**src/rtl/bus_phase_seq_pkg.sv**
```systemverilog
package bus_phase_seq_pkg;
  localparam logic [2:0] PH_DOUT = 3'd0;
  localparam logic [2:0] PH_DIN  = 3'd1;
  localparam logic [2:0] PH_CMD  = 3'd2;
  localparam logic [2:0] PH_STAT = 3'd3;
  localparam logic [2:0] PH_MSGI = 3'd7;

  localparam logic [7:0] MSG_CMPL = 8'h00;
  localparam logic [7:0] MSG_SAVE = 8'h02;
  localparam logic [7:0] MSG_RSTR = 8'h03;
  localparam logic [7:0] MSG_DISC = 8'h04;

  typedef enum logic [2:0] {
    S_IDLE, S_WFREE, S_ARB, S_SEL, S_CONN, S_DISC
  } seq_state_t;

  // progress through the connection so far
  typedef struct packed {
    logic cmd;
    logic dat;
    logic stat;
  } prog_t;
endpackage

```
**src/rtl/bus_phase_legal.sv**
```systemverilog
module bus_phase_legal
  import bus_phase_seq_pkg::*;
(
  input  logic [2:0] phase,
  input  logic       dir_rd,
  input  prog_t      seen,
  output logic       legal,
  output logic       is_cmd,
  output logic       is_dout,
  output logic       is_din,
  output logic       is_stat,
  output logic       is_msg
);
  always_comb begin
    is_cmd  = (phase == PH_CMD);
    is_dout = (phase == PH_DOUT);
    is_din  = (phase == PH_DIN);
    is_stat = (phase == PH_STAT);
    is_msg  = (phase == PH_MSGI);
    unique case (phase)
      PH_CMD:  legal = !seen.dat && !seen.stat;
      PH_DOUT: legal = seen.cmd && !seen.stat && !dir_rd;
      PH_DIN:  legal = seen.cmd && !seen.stat && dir_rd;
      PH_STAT: legal = seen.cmd && !seen.stat;
      PH_MSGI: legal = 1'b1;
      default: legal = 1'b0;
    endcase
  end
endmodule

```
**src/rtl/bus_id_arb.sv**
```systemverilog
module bus_id_arb #(
  parameter int DATA_W = 8,
  parameter int MY_ID  = 3
) (
  input  logic [DATA_W-1:0] arb_in,
  output logic [DATA_W-1:0] own_bit,
  output logic              win
);
  localparam logic [DATA_W-1:0] ONE_HOT = {{(DATA_W-1){1'b0}}, 1'b1} << MY_ID;

  assign own_bit = ONE_HOT;

  generate
    if (MY_ID == DATA_W - 1) begin : g_top_prio
      // highest ID never loses; rival bits are irrelevant
      logic unused_rivals;
      assign unused_rivals = ^arb_in;
      assign win = 1'b1;
    end else begin : g_masked
      localparam logic [DATA_W-1:0] HI_MASK = {DATA_W{1'b1}} << (MY_ID + 1);
      assign win = ~|(arb_in & HI_MASK);
    end
  endgenerate
endmodule

```
**src/rtl/bus_xfer_ptr.sv**
```systemverilog
module bus_xfer_ptr #(
  parameter int PTR_W = 16
) (
  input  logic             clk,
  input  logic             rst_n,
  input  logic             clr,
  input  logic             inc,
  input  logic             save,
  input  logic             restore,
  output logic [PTR_W-1:0] cur
);
  logic [PTR_W-1:0] saved;

  always_ff @(posedge clk) begin
    if (!rst_n || clr) begin
      cur   <= '0;
      saved <= '0;
    end else begin
      if (restore)  cur <= saved;
      else if (inc) cur <= cur + 1'b1;
      if (save)     saved <= cur;
    end
  end

  // a restore lands on the value that was saved
  a_r9_restore_loads: assert property (@(posedge clk) disable iff (!rst_n)
    (restore && !clr) |=> (cur == $past(saved)));
endmodule

```
**src/rtl/bus_phase_seq.sv**
```systemverilog
module bus_phase_seq
  import bus_phase_seq_pkg::*;
#(
  parameter int DATA_W = 8,
  parameter int MY_ID  = 3,
  parameter int PTR_W  = 16,
  localparam int ID_W  = $clog2(DATA_W)
) (
  input  logic              clk,
  input  logic              rst_n,
  input  logic              start,
  input  logic [ID_W-1:0]   start_tgt,
  input  logic              start_dir,
  input  logic              bus_busy,
  input  logic [DATA_W-1:0] arb_in,
  output logic [DATA_W-1:0] arb_out,
  output logic              sel_out,
  output logic [ID_W-1:0]   sel_id,
  input  logic              sel_ack,
  input  logic              resel,
  input  logic [ID_W-1:0]   resel_id,
  input  logic [2:0]        tgt_phase,
  input  logic              bus_req,
  output logic              bus_ack,
  input  logic [7:0]        bus_din,
  output logic [7:0]        bus_dout,
  input  logic              cmd_valid,
  output logic              cmd_ready,
  input  logic [7:0]        cmd_byte,
  input  logic              wr_valid,
  output logic              wr_ready,
  input  logic [7:0]        wr_byte,
  output logic              rd_valid,
  input  logic              rd_ready,
  output logic [7:0]        rd_byte,
  output logic              done,
  output logic [7:0]        status_byte,
  output logic              err,
  output logic [PTR_W-1:0]  xfer_ptr
);
  seq_state_t      state;
  logic [ID_W-1:0] tgt;
  logic            dir_rd;
  prog_t           seen;

  logic legal, is_cmd, is_dout, is_din, is_stat, is_msg;
  logic [DATA_W-1:0] own_bit;
  logic won;

  bus_phase_legal u_legal (
    .phase(tgt_phase), .dir_rd(dir_rd), .seen(seen), .legal(legal),
    .is_cmd(is_cmd), .is_dout(is_dout), .is_din(is_din),
    .is_stat(is_stat), .is_msg(is_msg)
  );

  bus_id_arb #(.DATA_W(DATA_W), .MY_ID(MY_ID)) u_arb (
    .arb_in(arb_in), .own_bit(own_bit), .win(won)
  );

  logic active, ok, fire, bad_cmpl, err_evt, resel_hit;
  logic msg_save, msg_rstr;

  always_comb begin
    active    = (state == S_CONN) && bus_req;
    ok        = active && legal;
    cmd_ready = ok && is_cmd;
    wr_ready  = ok && is_dout;
    rd_valid  = ok && is_din;
    rd_byte   = bus_din;
    bus_ack   = ok && ((is_cmd && cmd_valid) || (is_dout && wr_valid) ||
                       (is_din && rd_ready) || is_stat || is_msg);
    bus_dout  = is_cmd ? cmd_byte : (is_dout ? wr_byte : 8'h00);
    fire      = bus_ack;
    bad_cmpl  = fire && is_msg && (bus_din == MSG_CMPL) && !seen.stat;
    err_evt   = (active && !legal) || bad_cmpl;
    resel_hit = (state == S_DISC) && resel && (resel_id == tgt);
    msg_save  = fire && is_msg && (bus_din == MSG_SAVE);
    msg_rstr  = fire && is_msg && (bus_din == MSG_RSTR);
    arb_out   = (state == S_ARB) ? own_bit : '0;
    sel_out   = (state == S_SEL);
    sel_id    = tgt;
  end

  bus_xfer_ptr #(.PTR_W(PTR_W)) u_ptr (
    .clk(clk), .rst_n(rst_n),
    .clr((state == S_IDLE) && start),
    .inc(fire && (is_dout || is_din) && !err_evt),
    .save(msg_save),
    .restore(msg_rstr || resel_hit),
    .cur(xfer_ptr)
  );

  always_ff @(posedge clk) begin
    if (!rst_n) begin
      state       <= S_IDLE;
      tgt         <= '0;
      dir_rd      <= 1'b0;
      seen        <= '0;
      done        <= 1'b0;
      status_byte <= 8'h00;
      err         <= 1'b0;
    end else begin
      done <= 1'b0;
      unique case (state)
        S_IDLE: if (start) begin
          tgt    <= start_tgt;
          dir_rd <= start_dir;
          err    <= 1'b0;
          state  <= S_WFREE;
        end
        S_WFREE: if (!bus_busy) state <= S_ARB;
        S_ARB:   state <= won ? S_SEL : S_WFREE;
        S_SEL: if (sel_ack) begin
          seen  <= '0;
          state <= S_CONN;
        end
        S_CONN: begin
          if (err_evt) begin
            err   <= 1'b1;
            state <= S_IDLE;
          end else if (fire) begin
            if (is_cmd) seen.cmd <= 1'b1;
            if (is_dout || is_din) seen.dat <= 1'b1;
            if (is_stat) begin
              seen.stat   <= 1'b1;
              status_byte <= bus_din;
            end
            if (is_msg && bus_din == MSG_CMPL) begin
              done  <= 1'b1;
              state <= S_IDLE;
            end
            if (is_msg && bus_din == MSG_DISC) state <= S_DISC;
          end
        end
        S_DISC: if (resel_hit) state <= S_CONN;
        default: state <= S_IDLE;
      endcase
    end
  end

  // selection is only ever raised right after arbitrating
  a_r4_sel_after_arb: assert property (@(posedge clk) disable iff (!rst_n)
    $rose(sel_out) |-> ($past(arb_out) != '0));

  // the initiator never answers a byte the target has not requested
  a_r5_ack_needs_req: assert property (@(posedge clk) disable iff (!rst_n)
    bus_ack |-> bus_req);

  // command stream only drains in the command phase
  a_r6_cmd_in_cmd_phase: assert property (@(posedge clk) disable iff (!rst_n)
    cmd_ready |-> (tgt_phase == PH_CMD && bus_req));

  // read stream only offers bytes in the data-in phase
  a_r7_rd_in_din_phase: assert property (@(posedge clk) disable iff (!rst_n)
    rd_valid |-> (tgt_phase == PH_DIN && bus_req));

  // completion is a single-cycle pulse
  a_r8_done_pulse: assert property (@(posedge clk) disable iff (!rst_n)
    done |=> !done);

  // a new error finds the bus released
  a_r11_err_releases: assert property (@(posedge clk) disable iff (!rst_n)
    $rose(err) |-> (!sel_out && arb_out == '0 && !bus_ack && !rd_valid));
endmodule

```
**config.mk**
```make
export PLATFORM = sky130hd
export DESIGN_NAME = bus_phase_seq
export DESIGN_NICKNAME = d
export VERILOG_FILES = /design/src/rtl/bus_phase_seq_pkg.sv /design/src/rtl/bus_phase_legal.sv /design/src/rtl/bus_id_arb.sv /design/src/rtl/bus_xfer_ptr.sv /design/src/rtl/bus_phase_seq.sv
export SDC_FILE = /design/constraint.sdc
export NUM_CORES = 1
export LEC_CHECK = 0
export BUFFER_PORTS_ARGS = -buffer_cell sky130_fd_sc_hd__buf_2
export CAP_MARGIN = 0
export CORE_MARGIN = 2
export CORE_UTILIZATION = 40
export CTS_BUF_LIST = sky130_fd_sc_hd__clkbuf_4 sky130_fd_sc_hd__clkbuf_8 sky130_fd_sc_hd__clkbuf_16
export CTS_CLUSTER_SIZE = 14
export DETAILED_ROUTE_END_ITERATION = 10
export PLACE_DENSITY = 0.67
export SETUP_SLACK_MARGIN = 0.1
export SYNTH_ARGS = -nofsm -noshare
export SYNTH_HDL_FRONTEND = slang
export SYNTH_SLANG_ARGS = --single-unit
```
**constraint.sdc**
```tcl
create_clock -name clk -period 2 [get_ports clk]
set_input_delay 0.3 -clock clk [delete_from_list [all_inputs] [get_ports clk]]
set_output_delay 0.3 -clock clk [all_outputs]
set_load 0.02 [all_outputs]
```
==> impl_metrics.toml <==
[sta]
slew_violations = 0
setup_viol = 12
fin_skew_ps = 10.6
rsz0062_at_grt = "true"
finalCriticalPeriod_ps = 2140
setup_ws_ps = -136
timing.fmax_ghz = 0.468
hold_violations = 0
finalCritPeriodShare_pct = 107

[yosys]
synth_warnings = 0
synth-main-ff-cell = "dfxtp_1"
syn_area_per_cell_um2 = 7.60
synth-async-reset-ratio_pct = 0
syn_area_um2 = 2920
synth-edff-count = 0
synth_cell_types = 54
synth_seq_cells = 52
ys_seq_area_share_pct = 35.7
synthCells = 384

[critical_path]
r2r_end = "status_byte[0]"
r2r-start = "seen[1]"
start_kind = "register"
rr_worst_depth = 7
rrSetupSlack_ps = -30
worstSetupStartpoint = "seen[0]"
end_kind = "output port"
cp_max_fo = 2
critPathKind = "register to output port"
crit_path_end = "wr_ready"
critPathRequiredTime_ps = 1700
critPathArrivalTime_ps = 1840

[floorplan]
die_w_um = 89.4
num_rows = 31
num_io_pins = 110
core_area_um2 = 7180
die_h_um = 89.4
dieArea_um2 = 8000
start_util_pct = 40.7

[routing]
wl_per_cell_um = 14.0
dr.pass1.iters = 4
via_per_inst = 5.27
drtIter0Drc = 148
wl_mm = 8.59
vias = 3230
postRouteAntennaNets = 0
drc = 0

[grt]
grt-ovfl-total = 0
antenna_found_initial = 0
grt_usage_pct = 21.2
first_global_vias = 2954
grt_max_degree = 31
grt_first_pass_wirelength_mm = 13.5

[finish]
layout-drive-gt1-share_pct = 40.9
final_cell_mix = "buf_2, nand2_1, dfxtp_1"
fillCellCount = 633
area_delta_synth_final_pct = 43.3
layout_commonest_cell = "buf_2"
final_util_pct = 58.3
nets = 567
n_antenna_cell = 0

[placed_design]
portBuffers = 98
place_hpwl_mm = 5.99
pre_cts_slack_ps = -92.1
gp_congestion = 0.868

[clocking]
path_clk_slew_ps = 100
h-tree-depth = 2
cts-root-buf = "clkbuf_8"
ctsHoldBuffers = 0
clockBufferDepth = 2
cts_sinks = 52
cts_tree = "yes"
clk_latency_ps = 320
cts_buffers = 5

[hold_path]
hold_path.class = "primary input to register"
min_from = "start_tgt[2]"

[run]
maxCapViolCount = 0

[run_status]
outcome = "finished, violations left"
violations = "negative setup slack"

[pwr]
ir_drop_v = 0.000279
p_leak_nw = 1.69
cellPowerDensity_nw_per_um2 = 484
[what timing repair did]
action,in CTS,in global routing
setup endpoints to repair,6,22
pin swaps,7,22
buffers inserted,11,9
gates resized for setup,17,50
gates cloned,0,1
[flip-flops by register name, indices dropped and copies added (netlist names)]
| name | count |
|---|---|
| state | 3 |
| u_ptr.saved | 16 |
| err | 1 |
| done | 1 |
| sel_id | 3 |
| dir_rd | 1 |
| seen | 3 |
| u_ptr.cur | 16 |
| status_byte | 8 |
[synth_stat cells, drive strengths merged, types with 2 or more instances]
master,instances,area (µm²)
nor4,6,37.5
a21boi,3,33.8
clkbuf,14,52.6
nand2b,4,25.0
and4,2,17.5
nand3b,2,15.0
o21ai,20,100
xor2,2,17.5
and2,2,12.5
mux2i,12,120
or4,3,30.0
nor2b,9,56.3
a21oi,33,165
nor3,5,30.0
dfxtp,52,1040
nand2,68,255
inv,8,30.0
nand4,5,31.3
nor2,34,128
a211oi,2,15.0
buf,23,159
or3,7,43.8
nand3,22,110
o211ai,4,30.0
nor4b,2,23.8
xnor2,7,61.3
nand4b,2,17.5
a31oi,12,75.1
[area by class of cell]
cell class	instances	area [µm²]	area share [%]
inverter	8	30.0	0.718
multi-input combinational	293	1870	44.6
tap	99	124	2.96
timing repair buffer	154	1020	24.3
clock inverter	1	8.76	0.209
sequential	52	1050	25.2
clock buffer	6	82.6	1.97
[cell families after synthesis]
family	Yosys count	share of synthesized area (%)
adder cells (fa/ha/maj)	1	0.429
AO/OA/AOI/OAI	84	17.9
flip-flops	52	35.7
other	1	0.128
AND/OR/NAND/NOR	179	30.4
multiplexers	13	4.50
XOR/XNOR	9	2.70
buffers and inverters	45	8.27
[critical path, stage by stage, from the launching register on]
cell and delay [ps]:
dfxtp_4 360, nor4b_4 290, nand2_2 100, or4_4 530, nor2_4 130, buf_6 120
[metal layers]
metal	GRT usage (%)	share of wire [%]	wire (µm)
met5	0	0	0
met4	4.88	1.4	121
met3	3.79	5.5	469
met2	38.3	50	4310
met1	26.0	43	3680
[power breakdown]
part	total [mW]	leakage (nW)	switching (mW)	internal (mW)
clock network	0.640	0.0473	0.362	0.277
registers	1.05	0.423	0.0105	1.04
logic	0.334	1.22	0.185	0.149
[worst min-delay path by stage]
stage | endpoint | depth (start not counted)
detailed placement | u_ptr.saved[8] | 2
finish | sel_id[2] | 3
global route | sel_id[2] | 3
global placement | u_ptr.saved[8] | 2
CTS | status_byte[3] | 3
floorplan | status_byte[1] | 2
[stage by stage]
step	std cells	hold slack [ps]	TNS (ps)	cell area (µm²)	total power, mW
after floorplan	390	426	0	3020	1.27
after global placement	592	437	-138	3750	1.38
after detailed placement	592	443	-466	3750	1.38
after CTS	610	231	-516	3970	2.02
after global routing	613	242	-1760	4180	2.10
final	613	242	-677	4180	2.03
No activity file was read; power rests on OpenSTA's default activity.
